$ cat src/rtl/cos_pkg.sv
package cos_pkg;
  // Strobes from control to datapath
  typedef struct packed {
    logic sampleNow;
    logic clearFlags;
  } cosStrobes_t;
endpackage

$ cat src/rtl/cos_sync.sv
module cos_sync #(
  parameter int N = 4,
  parameter int STAGES = 2,
  parameter logic RST_LVL = 1'b1
) (
  input  logic         clk,
  input  logic         rstN,
  input  logic [N-1:0] dIn,
  output logic [N-1:0] dOut
);
  for (genvar b = 0; b < N; b++) begin : g_bit
    logic [STAGES-1:0] chain;
    always_ff @(posedge clk or negedge rstN) begin
      if (!rstN) chain <= {STAGES{RST_LVL}};
      else       chain <= {chain[STAGES-2:0], dIn[b]};
    end
    assign dOut[b] = chain[STAGES-1];
  end
endmodule

$ cat src/rtl/cos_ctrl.sv
module cos_ctrl
  import cos_pkg::*;
(
  input  logic        sampleTick,
  input  logic        rdStrobe,
  output cosStrobes_t strobes
);
  always_comb begin
    strobes.sampleNow  = sampleTick;
    strobes.clearFlags = rdStrobe;
  end
endmodule

$ cat src/rtl/cos_datapath.sv
module cos_datapath
  import cos_pkg::*;
#(
  parameter int N = 4,
  parameter logic RST_LVL = 1'b1
) (
  input  logic         clk,
  input  logic         rstN,
  input  cosStrobes_t  strobes,
  input  logic [N-1:0] syncPins,
  input  logic [N-1:0] irqEnable,
  output logic [N-1:0] levels,
  output logic [N-1:0] flags,
  output logic         irqReq
);
  logic [N-1:0] prevSample;
  logic [N-1:0] confirm;

  // A level is accepted when two consecutive samples agree and differ from the accepted level
  assign confirm = ~(syncPins ^ prevSample) & (syncPins ^ levels);

  always_ff @(posedge clk or negedge rstN) begin
    if (!rstN) begin
      prevSample <= {N{RST_LVL}};
      levels     <= {N{RST_LVL}};
      flags      <= '0;
    end else begin
      if (strobes.sampleNow) begin
        prevSample <= syncPins;
        levels     <= levels ^ confirm;
      end
      // A new event wins over a clear on the same edge
      flags <= (strobes.clearFlags ? '0 : flags) |
               (strobes.sampleNow ? confirm : '0);
    end
  end

  assign irqReq = |(flags & irqEnable);
endmodule

$ cat src/rtl/pin_change_monitor.sv
module pin_change_monitor
  import cos_pkg::*;
#(
  parameter int NUM_PINS = 4,
  parameter int SYNC_STAGES = 2,
  parameter logic RESET_LEVEL = 1'b1,
  localparam int STATUS_W = 2 * NUM_PINS
) (
  input  logic                clk,
  input  logic                rstN,
  input  logic                sampleTick,
  input  logic [NUM_PINS-1:0] pinsAsync,
  input  logic                rdStrobe,
  input  logic [NUM_PINS-1:0] irqEnable,
  output logic [STATUS_W-1:0] statusReg,
  output logic [NUM_PINS:0]   portView,
  output logic                irqReq
);
  cosStrobes_t         strobes;
  logic [NUM_PINS-1:0] syncPins;
  logic [NUM_PINS-1:0] levels;
  logic [NUM_PINS-1:0] flags;

  cos_sync #(.N(NUM_PINS), .STAGES(SYNC_STAGES), .RST_LVL(RESET_LEVEL)) u_sync (
    .clk(clk), .rstN(rstN), .dIn(pinsAsync), .dOut(syncPins)
  );

  cos_ctrl u_ctrl (
    .sampleTick(sampleTick), .rdStrobe(rdStrobe), .strobes(strobes)
  );

  cos_datapath #(.N(NUM_PINS), .RST_LVL(RESET_LEVEL)) u_dp (
    .clk(clk), .rstN(rstN), .strobes(strobes), .syncPins(syncPins),
    .irqEnable(irqEnable), .levels(levels), .flags(flags), .irqReq(irqReq)
  );

  assign statusReg = {levels, flags};
  assign portView  = {1'b1, pinsAsync};
endmodule

$ cat config.mk
export PLATFORM = sky130hd
export DESIGN_NAME = pin_change_monitor
export DESIGN_NICKNAME = d
export VERILOG_FILES = /design/src/rtl/cos_pkg.sv /design/src/rtl/cos_sync.sv /design/src/rtl/cos_ctrl.sv /design/src/rtl/cos_datapath.sv /design/src/rtl/pin_change_monitor.sv
export SDC_FILE = /design/constraint.sdc
export NUM_CORES = 1
export LEC_CHECK = 0
export ABC_AREA = 1
export BUFFER_PORTS_ARGS = -buffer_cell sky130_fd_sc_hd__buf_2
export CAP_MARGIN = 15
export CORE_UTILIZATION = 35
export DETAILED_ROUTE_END_ITERATION = 8
export PLACE_DENSITY_LB_ADDON = 0.1
export SYNTH_ARGS = -nofsm -noshare
export SYNTH_HDL_FRONTEND = slang
export SYNTH_SLANG_ARGS = --single-unit
$ cat constraint.sdc
create_clock -name clk -period 0.94 [get_ports clk]
set_input_delay 0.141 -clock clk [delete_from_list [all_inputs] [get_ports clk]]
set_output_delay 0.141 -clock clk [all_outputs]
set_load 0.03 [all_outputs]
# Yosys cells after proc, flatten, opt, wreduce, memory -nomap -nowiden
# Index checks and enable logic that the tools add are counted.
# op_classes
mux	2
bitwise_logic	7
reduce_logical	1
# ops
operator	n
$xor A4 B4 Y4	3
$and A4 B4 Y4	2
$mux W4	2
$not A4 Y4	1
$or A4 B4 Y4	1
$reduce_or A4 Y1	1
# word_totals
register_bits	20
output_inout_bits	14

# Logic depth before layout (Yosys ltp)
# Gate-level depths: netlist of run 1.
# logic_depth
depth_word	5
ltp_mapped	4

# Hierarchy
# From an unflattened synthesis of run 1, not the netlist that was laid out.
# unflattened
cells_unflattened	104
area_unflattened_um2	933.4
# by_module_without_submodules
mod	n_inst	cells_per_inst	area_per_inst_um2	seq_area_each_um2
cos_datapath	1	84	636.9	310.3
cos_sync	1	12	240.2	210.2
pin_change_monitor	1	6	41.3	0.0
cos_ctrl	1	2	15.0	0.0

# Least setup slack after synthesis of run 1
# No wires, ideal clock.
# synth_timing
path_kind	register -> output
startpoint	reg u_dp.flags[0]
endpoint	out irqReq
arrival_ns	0.890
required_time_ns	0.799
slack_ns	-0.091
path_stages_with_launch	3
path_cell_list	dfrtp_1 > nand2_1 > nand4_1
# synth_via
elab_chain_cells	2
# synth_lines
item	line_no	source
start: declaration	cos_datapath.sv:13	output logic [N-1:0] flags,
start signal: assignment	cos_datapath.sv:33	flags <= (strobes.clearFlags ? '0 : flags) |
$and A4 B4 Y4	cos_datapath.sv:38	assign irqReq = |(flags & irqEnable);
$reduce_or A4 Y1	cos_datapath.sv:38	
end: declaration	pin_change_monitor.sv:17	output logic irqReq
# Every way passes these cells.

# Worst setup path in the final report of run 1
# layout_timing
startpoint	reg u_dp.flags[1]
endpoint	out irqReq
# The elaborated chain is that of the path after synthesis.

==> results of run 1 <==
power groups by stage:
stage          clock (mW)  combinational, mW  sequential (mW)
6_report            0.474              0.742             1.10
2_1_floorplan           0              0.240             1.25
4_1_cts             0.510              0.700             1.09
5_1_grt             0.534              0.816             1.11
3_5_place_dp            0              0.504             1.11
3_3_place_gp            0              0.499             1.11
what timing repair did:
action / 4_1_cts / 5_1_grt
gates cloned: 0 / 0
hold endpoints to repair: 8 / 0
gates resized for setup: 16 / 11
hold buffers: 5 / 0
endpoints found under the setup margin: 9 / 14
pin swaps: 2 / 7
setup buffers: 6 / 1
worst register-to-register path: stages, from the launching register on:
cell and delay, ps:
sky130_fd_sc_hd__dfstp_2 560, sky130_fd_sc_hd__buf_4 110, sky130_fd_sc_hd__inv_1 30, sky130_fd_sc_hd__nand2_1 50, sky130_fd_sc_hd__nand3_1 70, sky130_fd_sc_hd__nand2_1 70
kinds of logic after synthesis:
| group | share of synthesized area (%) |
|---|---|
| AO/OA/AOI/OAI | 8.68 |
| buffers and inverters | 11.9 |
| flip-flops | 60.2 |
| other | 0.434 |
| AND/OR/NAND/NOR | 18.8 |
worst min-delay path by stage:
stage / endpoint / slack [ps] / cells past startpoint
after floorplan: u_dp.flags[0] / -150 / 0
after global placement: u_dp.flags[1] / 110 / 1
after detailed placement: u_dp.flags[1] / 120 / 1
after CTS: u_dp.flags[2] / 110 / 4
after global routing: u_dp.flags[1] / 130 / 4
final: u_dp.flags[2] / 120 / 4
synthesized netlist by cell type:
master / instances / area (um^2)
sky130_fd_sc_hd__nand2_1: 30 / 113
sky130_fd_sc_hd__nand3b_1: 2 / 15.0
sky130_fd_sc_hd__nor2_1: 1 / 3.75
sky130_fd_sc_hd__dfstp_2: 16 / 420
sky130_fd_sc_hd__o21ai_0: 5 / 25.0
sky130_fd_sc_hd__buf_4: 5 / 37.5
sky130_fd_sc_hd__o21ai_2: 4 / 35.0
sky130_fd_sc_hd__inv_1: 9 / 33.8
sky130_fd_sc_hd__conb_1: 1 / 3.75
sky130_fd_sc_hd__nand4_1: 1 / 6.26
sky130_fd_sc_hd__dfrtp_1: 4 / 100
sky130_fd_sc_hd__buf_12: 1 / 20.0
sky130_fd_sc_hd__o21ai_1: 3 / 15.0
sky130_fd_sc_hd__buf_6: 1 / 11.3
sky130_fd_sc_hd__nand3_1: 5 / 25.0
final cells by class:
| class | instances | area, um^2 |
|---|---|---|
| inverter | 9 | 33.8 |
| sequential | 20 | 526 |
| multi-input combinational | 52 | 248 |
| fill | 227 | 1110 |
| timing repair buffer | 36 | 287 |
| clock buffer | 4 | 36.3 |
| tap | 28 | 35.0 |
metal layers:
| metal | GRT usage, % | part of all wire, % | vias up |
|---|---|---|---|
| met5 | 0 | 0 | - |
| met4 | 6.76 | 0.73 | 0 |
| met3 | 1.75 | 5.0 | 2 |
| met2 | 21.0 | 49 | 21 |
| met1 | 15.6 | 46 | 292 |
| li1 | - | - | 340 |
stage by stage:
| step | util [%] | area [um^2] |
|---|---|---|
| final | 51.2 | 1160 |
| after global routing | 51.2 | 1160 |
| after CTS | 49.9 | 1140 |
| after detailed placement | 42.0 | 956 |
| after global placement | 42.0 | 956 |
| after floorplan | - | 870 |
==> impl_metrics.yaml, run 1 <==
outcome:
  run_status: "finished, violations left"
  violations: "setup timing"
synthesis:
  synthesis.instances: 88
  post_syn_area_um2: 865
  total_of_flip_flops_plus_latches_after_synthesis: 20
  synth.yosys.warnings: 0
  synth_fp_nets: 100
  yosysUniqueCellTypes: 15
  synth_seq_area_share_pct: 60.2
  synth.avg_cell_area_um2: 9.82
pwr:
  power.density_cell_area_nw_per_um2: 1990
  design_power_total_mw: 2.31
  power.internal_mw: 1.60
  clockPowerShare_pct: 20.5
  power_frac_comb_pct: 32.1
  pwr-share-seq_pct: 47.4
  vdd_ir_drop_max_mv: 1.33
  static-leakage-power_nw: 0.562
  netSwitchingFraction_pct: 30.7
  switching_power_mw: 0.711
worst_setup_path:
  cp_max_fo: 3
  critical-path-max-stage-delay_ps: 420
  worst_setup_path_start_kind: "register"
  critPathBufInv: 1
  setup.worst_path.end_class: "primary output"
  worst-endpoint-arrival_ps: 1040
  crit_cells: 3
  worst_ep_required_time_ps: 800
  reg2reg_depth: 5
  worst_r2r_endpoint: "u_dp.flags[0]"
  worst_path_dominant_cell_family: "flip-flops"
  timing.setup.critical_path_class: "register to primary output"
  critical_path.startpoint: "u_dp.flags[1]"
  cp-endpoint: "irqReq"
  worst_reg2reg_setup_slack_ps: -10
  cp_slowest_cell: "sky130_fd_sc_hd__dfrtp_2"
  crit_chain: "nand2_1 > nand4_1 > buf_6"
global_route:
  antenna_found_initial: 0
  grt_pass1_vias: 616
  grt_remaining_overflow: 0
  grt_first_pass_wirelength_mm: 2.46
  track_usage_pct: 12.6
  grt_start_max_net_pins: 21
placed_design:
  gp_routability_congestion: 0.718
  port-buffer-count: 24
  place_hpwl_um: 924
  preCtsSetupSlack_ps: 66.1
  dp.cells: 133
cts:
  cts_max_level: 1
  cts_inserted_buffers: 3
  tritoncts_num_sinks: 20
  clock_tree.buffer_depth: 2
  clk-insertion-delay-late_ps: 290
  cts_tree: "done"
  clk_transition_reported_paths_ps: 100
  cts-root-buf: "sky130_fd_sc_hd__clkbuf_4"
detailed_routing:
  post-route-drc-count: 0
  route.final.wire_length_mm: 1.37
  avgRoutedWirePerCell_um: 9.19
  num_vias: 655
  detail_route.first_pass.iterations: 4
  drt_iter0_markers: 11
  drt.antenna.violating_nets: 0
  drt-vias-per-instance: 4.40
cells_and_area:
  areaGrowthSynthToFinish_pct: 34.7
  layout_commonest_cell: "sky130_fd_sc_hd__nand2_1"
  drive_gt1_share_pct: 54.5
  most-common-layout-cells: "sky130_fd_sc_hd__nand2_1, sky130_fd_sc_hd__dfstp_2, sky130_fd_sc_hd__buf_2"
  num_antenna_cells: 0
  design.final.nets: 134
  final_non_filler_cell_total: 149
timing:
  rsz0062_at_grt: "yes"
  hold_ws_ps: 121
  fin_setup_tns_ps: -1430
  slew_violations: 0
  clock_skew_ps: 2.06
  hold_violations: 0
  worst_slack_ps: -238
  finalSetupViolCount: 11
  period_share_pct: 125
  final_critical_path_time_including_i_o_delays_and_setup_ps: 1180
  clock.fmax_mhz: 849
die:
  design.die.area_um2: 2670
  die_h_um: 51.7
  core_area_um2: 2280
  die_w_um: 51.7
  num_io_pins: 26
  starting_utilization_of_the_core_area_pct: 38.0
  number_of_placement_rows: 17
min_path:
  worst_hold_startpoint: "rdStrobe"
  timing.hold.worst.class: "primary input to register"
run:
  maxCapViolCount: 0
Power figures use the tool's default switching activity.
==> run 2, diff against run 1 <==
- CORE_UTILIZATION: 35 -> 48
- clock period: 0.94 -> 1.3 ns (I/O delays scaled with it)
==> run 2 against run 1 <==
The run now ends clean. Critical path type unchanged. Clock skew hardly changed. Power is 35% lower. Die area shrank 26%. Largest power group unchanged.
==> impl_metrics.yaml, run 2 (synthesized netlist as in run 1, its figures left out) <==
die:
  die_h_um: 44.4
  starting_utilization_of_the_core_area_pct: 54.2
  core_area_um2: 1590
  number_of_placement_rows: 14
  num_io_pins: 26
  die_w_um: 44.4
  design.die.area_um2: 1970
timing:
  clock.fmax_mhz: 804
  period_share_pct: 95.7
  rsz0062_at_grt: "no"
  fin_setup_tns_ps: 0
  clock_skew_ps: 1.78
  slew_violations: 0
  final_critical_path_time_including_i_o_delays_and_setup_ps: 1240
  finalSetupViolCount: 0
  hold_violations: 0
worst_setup_path:
  critPathBufInv: 1
  worst_ep_required_time_ps: 1110
  cp_max_fo: 4
  worst-endpoint-arrival_ps: 1050
  timing.setup.critical_path_class: "register to primary output"
  critical-path-max-stage-delay_ps: 560
  cp_slowest_cell: "sky130_fd_sc_hd__dfstp_2"
  worst_setup_path_start_kind: "register"
  worst_path_dominant_cell_family: "flip-flops"
  crit_chain: "buf_2"
  setup.worst_path.end_class: "primary output"
global_route:
  antenna_found_initial: 0
  grt_start_max_net_pins: 21
  track_usage_pct: 15.3
  grt_first_pass_wirelength_mm: 2.14
  grt_remaining_overflow: 0
  grt_pass1_vias: 575
cts:
  cts_max_level: 1
  clock_tree.buffer_depth: 2
  cts_inserted_buffers: 3
  clk-insertion-delay-late_ps: 290
  postCtsSetupBuffers: 0
  cts-root-buf: "sky130_fd_sc_hd__clkbuf_4"
  tritoncts_num_sinks: 20
  post_cts_sizing_count: 0
  cts_tree: "done"
  clk_transition_reported_paths_ps: 100
cells_and_area:
  layout_commonest_cell: "sky130_fd_sc_hd__nand2_1"
  design.final.nets: 127
  areaGrowthSynthToFinish_pct: 19.4
  num_antenna_cells: 0
  drive_gt1_share_pct: 42.1
  most-common-layout-cells: "sky130_fd_sc_hd__nand2_1, sky130_fd_sc_hd__buf_2, sky130_fd_sc_hd__dfstp_2"
pwr:
  power_frac_comb_pct: 24.6
  power.density_cell_area_nw_per_um2: 1460
  netSwitchingFraction_pct: 32.1
  switching_power_mw: 0.484
  clockPowerShare_pct: 23.3
  static-leakage-power_nw: 0.518
  design_power_total_mw: 1.51
  pwr-share-seq_pct: 52.1
  power.internal_mw: 1.02
  vdd_ir_drop_max_mv: 0.829
detailed_routing:
  route.final.wire_length_mm: 1.31
  drt.antenna.violating_nets: 0
  detail_route.first_pass.iterations: 4
  post-route-drc-count: 0
  num_vias: 653
  drt_iter0_markers: 8
  avgRoutedWirePerCell_um: 9.51
  drt-vias-per-instance: 4.73
outcome:
  run_status: "finished clean"
run:
  maxCapViolCount: 0
placed_design:
  port-buffer-count: 24
  place_hpwl_um: 867
  gp_routability_congestion: 0.737
min_path:
  timing.hold.worst.class: "primary input to register"
==> run 2: cell types whose count changed in the layout (fill, tap and decap cells not counted), sizes merged <==
cell / delta
buf: -7
==> run 2: power by group through the flow <==
stage          logic, mW  registers [mW]  clock network [mW]
4_1_cts            0.375           0.785               0.370
6_report           0.371           0.785               0.351
3_3_place_gp       0.360           0.792                   0
5_1_grt            0.409           0.799               0.391
2_1_floorplan      0.172           0.893                   0
3_5_place_dp       0.362           0.795                   0
==> run 2: area by class of cell <==
type	count	area [um^2]
Clock buffer	4	36.3
Fill cell	131	562
Tap cell	24	30.0
Multi-Input combinational cell	52	241
Timing Repair Buffer	29	170
Sequential cell	20	520
Inverter	9	33.8
==> run 2: what timing repair did <==
action | 4_1_cts | 5_1_grt
endpoints found under the setup margin | 0 | 0
hold buffers | 5 | 0
hold endpoints to repair | 8 | 0
==> run 2: metrics by stage <==
step | cells | hold WS, ps | worst slack, ps | cell area [um^2] | util (%)
6_report | 138 | 171 | 55.8 | 1030 | 64.8
5_1_grt | 138 | 177 | 8.31 | 1030 | 64.8
4_1_cts | 138 | 164 | 37.0 | 1030 | 64.8
3_5_place_dp | 129 | 159 | 389 | 946 | 59.3
3_3_place_gp | 129 | 159 | 393 | 946 | 59.3
2_1_floorplan | 88 | -101 | 215 | 865 | -
==> run 2: routing by layer <==
| layer | share of wire, % | global-route usage (%) | routed length [um] | vias to the layer above |
|---|---|---|---|---|
| met5 | 0 | 0 | 0 | - |
| met4 | 0 | 8.48 | 0 | 0 |
| met3 | 4.7 | 4.08 | 62 | 0 |
| met2 | 47 | 25.9 | 620 | 27 |
| met1 | 48 | 17.4 | 630 | 301 |
| li1 | - | - | - | 325 |
==> run 2: path summary, 6_finish.rpt <==
path | start | to | slack [ps] | cells after the start
min in group asynchronous | rstN | u_dp.flags[1] | 350 | 2
setup reg to reg | u_dp.prevSample[0] | register | 390 | 4
hold / removal | rdStrobe | u_dp.flags[0] | 170 | 4
hold reg to reg | u_sync.g_bit[2].chain[0] | u_sync.g_bit[2].chain[1] | 360 | 0
max in group asynchronous | rstN | async pin | 620 | 2
setup / recovery | register | statusReg[5] | 60 | 1
==> run 3, diff against run 2 <==
- REMOVE_ABC_BUFFERS: not set -> 1
==> run 3 against run 2 <==
Power barely moved. Clock-buffer cell count did not move. Worst hold slack lost 2.0 ps. Fmax fell by 0.48%. Register-to-register slack improved by 20 ps. Critical path depth is the same. Sequential power barely moved. Sequential share of layout area unchanged. Clock power decreased by 2%. Flip-flop and latch count unchanged. Critical endpoint is now statusReg[4]. Largest cell class unchanged. Largest power group unchanged.
==> impl_metrics.yaml, run 3 (synthesized netlist as in run 1, its figures left out) <==
outcome:
  run_status: "finished clean"
detailed_routing:
  drt.antenna.violating_nets: 0
  num_vias: 659
  route.final.wire_length_mm: 1.39
  drt-vias-per-instance: 4.78
  drt_iter0_markers: 20
  detail_route.first_pass.iterations: 4
  avgRoutedWirePerCell_um: 10.1
  post-route-drc-count: 0
pwr:
  power_frac_comb_pct: 24.8
  static-leakage-power_nw: 0.518
  vdd_ir_drop_max_mv: 0.831
  switching_power_mw: 0.484
  power.internal_mw: 1.02
  pwr-share-seq_pct: 52.3
  clockPowerShare_pct: 22.9
  netSwitchingFraction_pct: 32.1
  power.density_cell_area_nw_per_um2: 1460
die:
  starting_utilization_of_the_core_area_pct: 54.2
  core_area_um2: 1590
  die_w_um: 44.4
  die_h_um: 44.4
  num_io_pins: 26
  design.die.area_um2: 1970
  number_of_placement_rows: 14
worst_setup_path:
  setup.worst_path.end_class: "primary output"
  worst_setup_path_start_kind: "register"
  worst_path_dominant_cell_family: "flip-flops"
  cp_max_fo: 4
  cp_slowest_cell: "sky130_fd_sc_hd__dfstp_2"
  critical-path-max-stage-delay_ps: 570
  critPathBufInv: 1
  crit_chain: "buf_2"
  worst-endpoint-arrival_ps: 1060
  timing.setup.critical_path_class: "register to primary output"
  worst_reg2reg_setup_slack_ps: 410
  reg2reg_depth: 4
  worst_ep_required_time_ps: 1110
  worst_r2r_startpoint: "u_dp.prevSample[0]"
cts:
  cts_inserted_buffers: 3
  postCtsSetupBuffers: 0
  cts_tree: "done"
  clk-insertion-delay-late_ps: 290
  clk_transition_reported_paths_ps: 100
  clock_tree.buffer_depth: 2
  cts_max_level: 1
  tritoncts_num_sinks: 20
  cts-root-buf: "sky130_fd_sc_hd__clkbuf_4"
global_route:
  grtUsageMet1_pct: 19.5
  track_usage_pct: 16.0
  grt_start_max_net_pins: 21
  grt_first_pass_wirelength_mm: 2.28
  global_route.usage.met2_pct: 28.8
  antenna_found_initial: 0
  grt-busiest-layer: "met2"
  grt_remaining_overflow: 0
  grt_pass1_vias: 590
  global_route.usage.met3_pct: 2.45
timing:
  period_share_pct: 96.2
  clock.fmax_mhz: 800
  fin_setup_tns_ps: 0
  rsz0062_at_grt: "no"
  finalSetupViolCount: 0
  slew_violations: 0
  hold_violations: 0
  clock_skew_ps: 0.686
  final_critical_path_time_including_i_o_delays_and_setup_ps: 1250
min_path:
  hold_end: "u_dp.flags[1]"
  worstHoldPathCells: 4
  timing.hold.worst.class: "primary input to register"
  worst_hold_startpoint: "rdStrobe"
placed_design:
  place_hpwl_mm: 1.01
  gp_routability_congestion: 0.669
  port-buffer-count: 24
cells_and_area:
  design.final.nets: 127
  layout_commonest_cell: "sky130_fd_sc_hd__nand2_1"
  num-fill-cells: 132
  most-common-layout-cells: "sky130_fd_sc_hd__nand2_1, sky130_fd_sc_hd__buf_2, sky130_fd_sc_hd__dfstp_2"
  num_antenna_cells: 0
  areaGrowthSynthToFinish_pct: 19.4
  drive_gt1_share_pct: 42.1
  final_core_utilization_pct: 64.8
run:
  maxCapViolCount: 0
## run 3: cell counts in the layout (fill, tap and decap cells not counted)
Identical to the previous run, type by type.
## run 3: final cells by class
| type | count | area, um^2 | share of cell area, % |
|---|---|---|---|
| Tap cell | 24 | 30.0 | 2.91 |
| Timing Repair Buffer | 29 | 170 | 16.5 |
| Clock buffer | 4 | 36.3 | 3.52 |
| Inverter | 9 | 33.8 | 3.27 |
| Multi-Input combinational cell | 52 | 241 | 23.4 |
| Sequential cell | 20 | 520 | 50.4 |
## run 3: through the flow
| stage | hold slack (ps) | cells | power (mW) | worst slack (ps) | area [um^2] |
|---|---|---|---|---|---|
| 3_3_place_gp | 154 | 129 | 1.15 | 394 | 946 |
| 3_5_place_dp | 158 | 129 | 1.16 | 369 | 946 |
| 4_1_cts | 160 | 138 | 1.53 | 27.2 | 1030 |
| 6_report | 169 | 138 | 1.51 | 49.8 | 1030 |
| 2_1_floorplan | -101 | 81 | 1.02 | 215 | 796 |
| 5_1_grt | 195 | 138 | 1.60 | 3.64 | 1030 |
## run 3: worst max path at each step
stage / from / to / slack, ps / cells past startpoint
after floorplan: u_dp.flags[0] / irqReq / 210 / 2
after global placement: register / statusReg[4] / 390 / 1
after detailed placement: u_dp.flags[0] / irqReq / 370 / 3
after CTS: u_dp.flags[0] / irqReq / 30 / 3
after global routing: u_dp.flags[0] / irqReq / 4 / 3
final: register / statusReg[4] / 50 / 1
## run 3: timing repair
item	CTS	global route
endpoints found under the hold margin	8	0
hold buffers	5	0
gates resized for setup	0	0
## run 3: routing by layer
metal	vias to the layer above	wire length, um
met1	300	660
met5	-	0
li1	327	-
met2	30	628
met3	2	84
met4	0	17
## run 3: power groups by stage
| stage | Sequential [mW] | Combinational (mW) | Clock (mW) |
|---|---|---|---|
| 6_report | 0.788 | 0.374 | 0.345 |
| 5_1_grt | 0.800 | 0.410 | 0.385 |
| 4_1_cts | 0.789 | 0.379 | 0.363 |
| 3_5_place_dp | 0.798 | 0.367 | 0 |
| 3_3_place_gp | 0.791 | 0.358 | 0 |
| 2_1_floorplan | 0.893 | 0.130 | 0 |
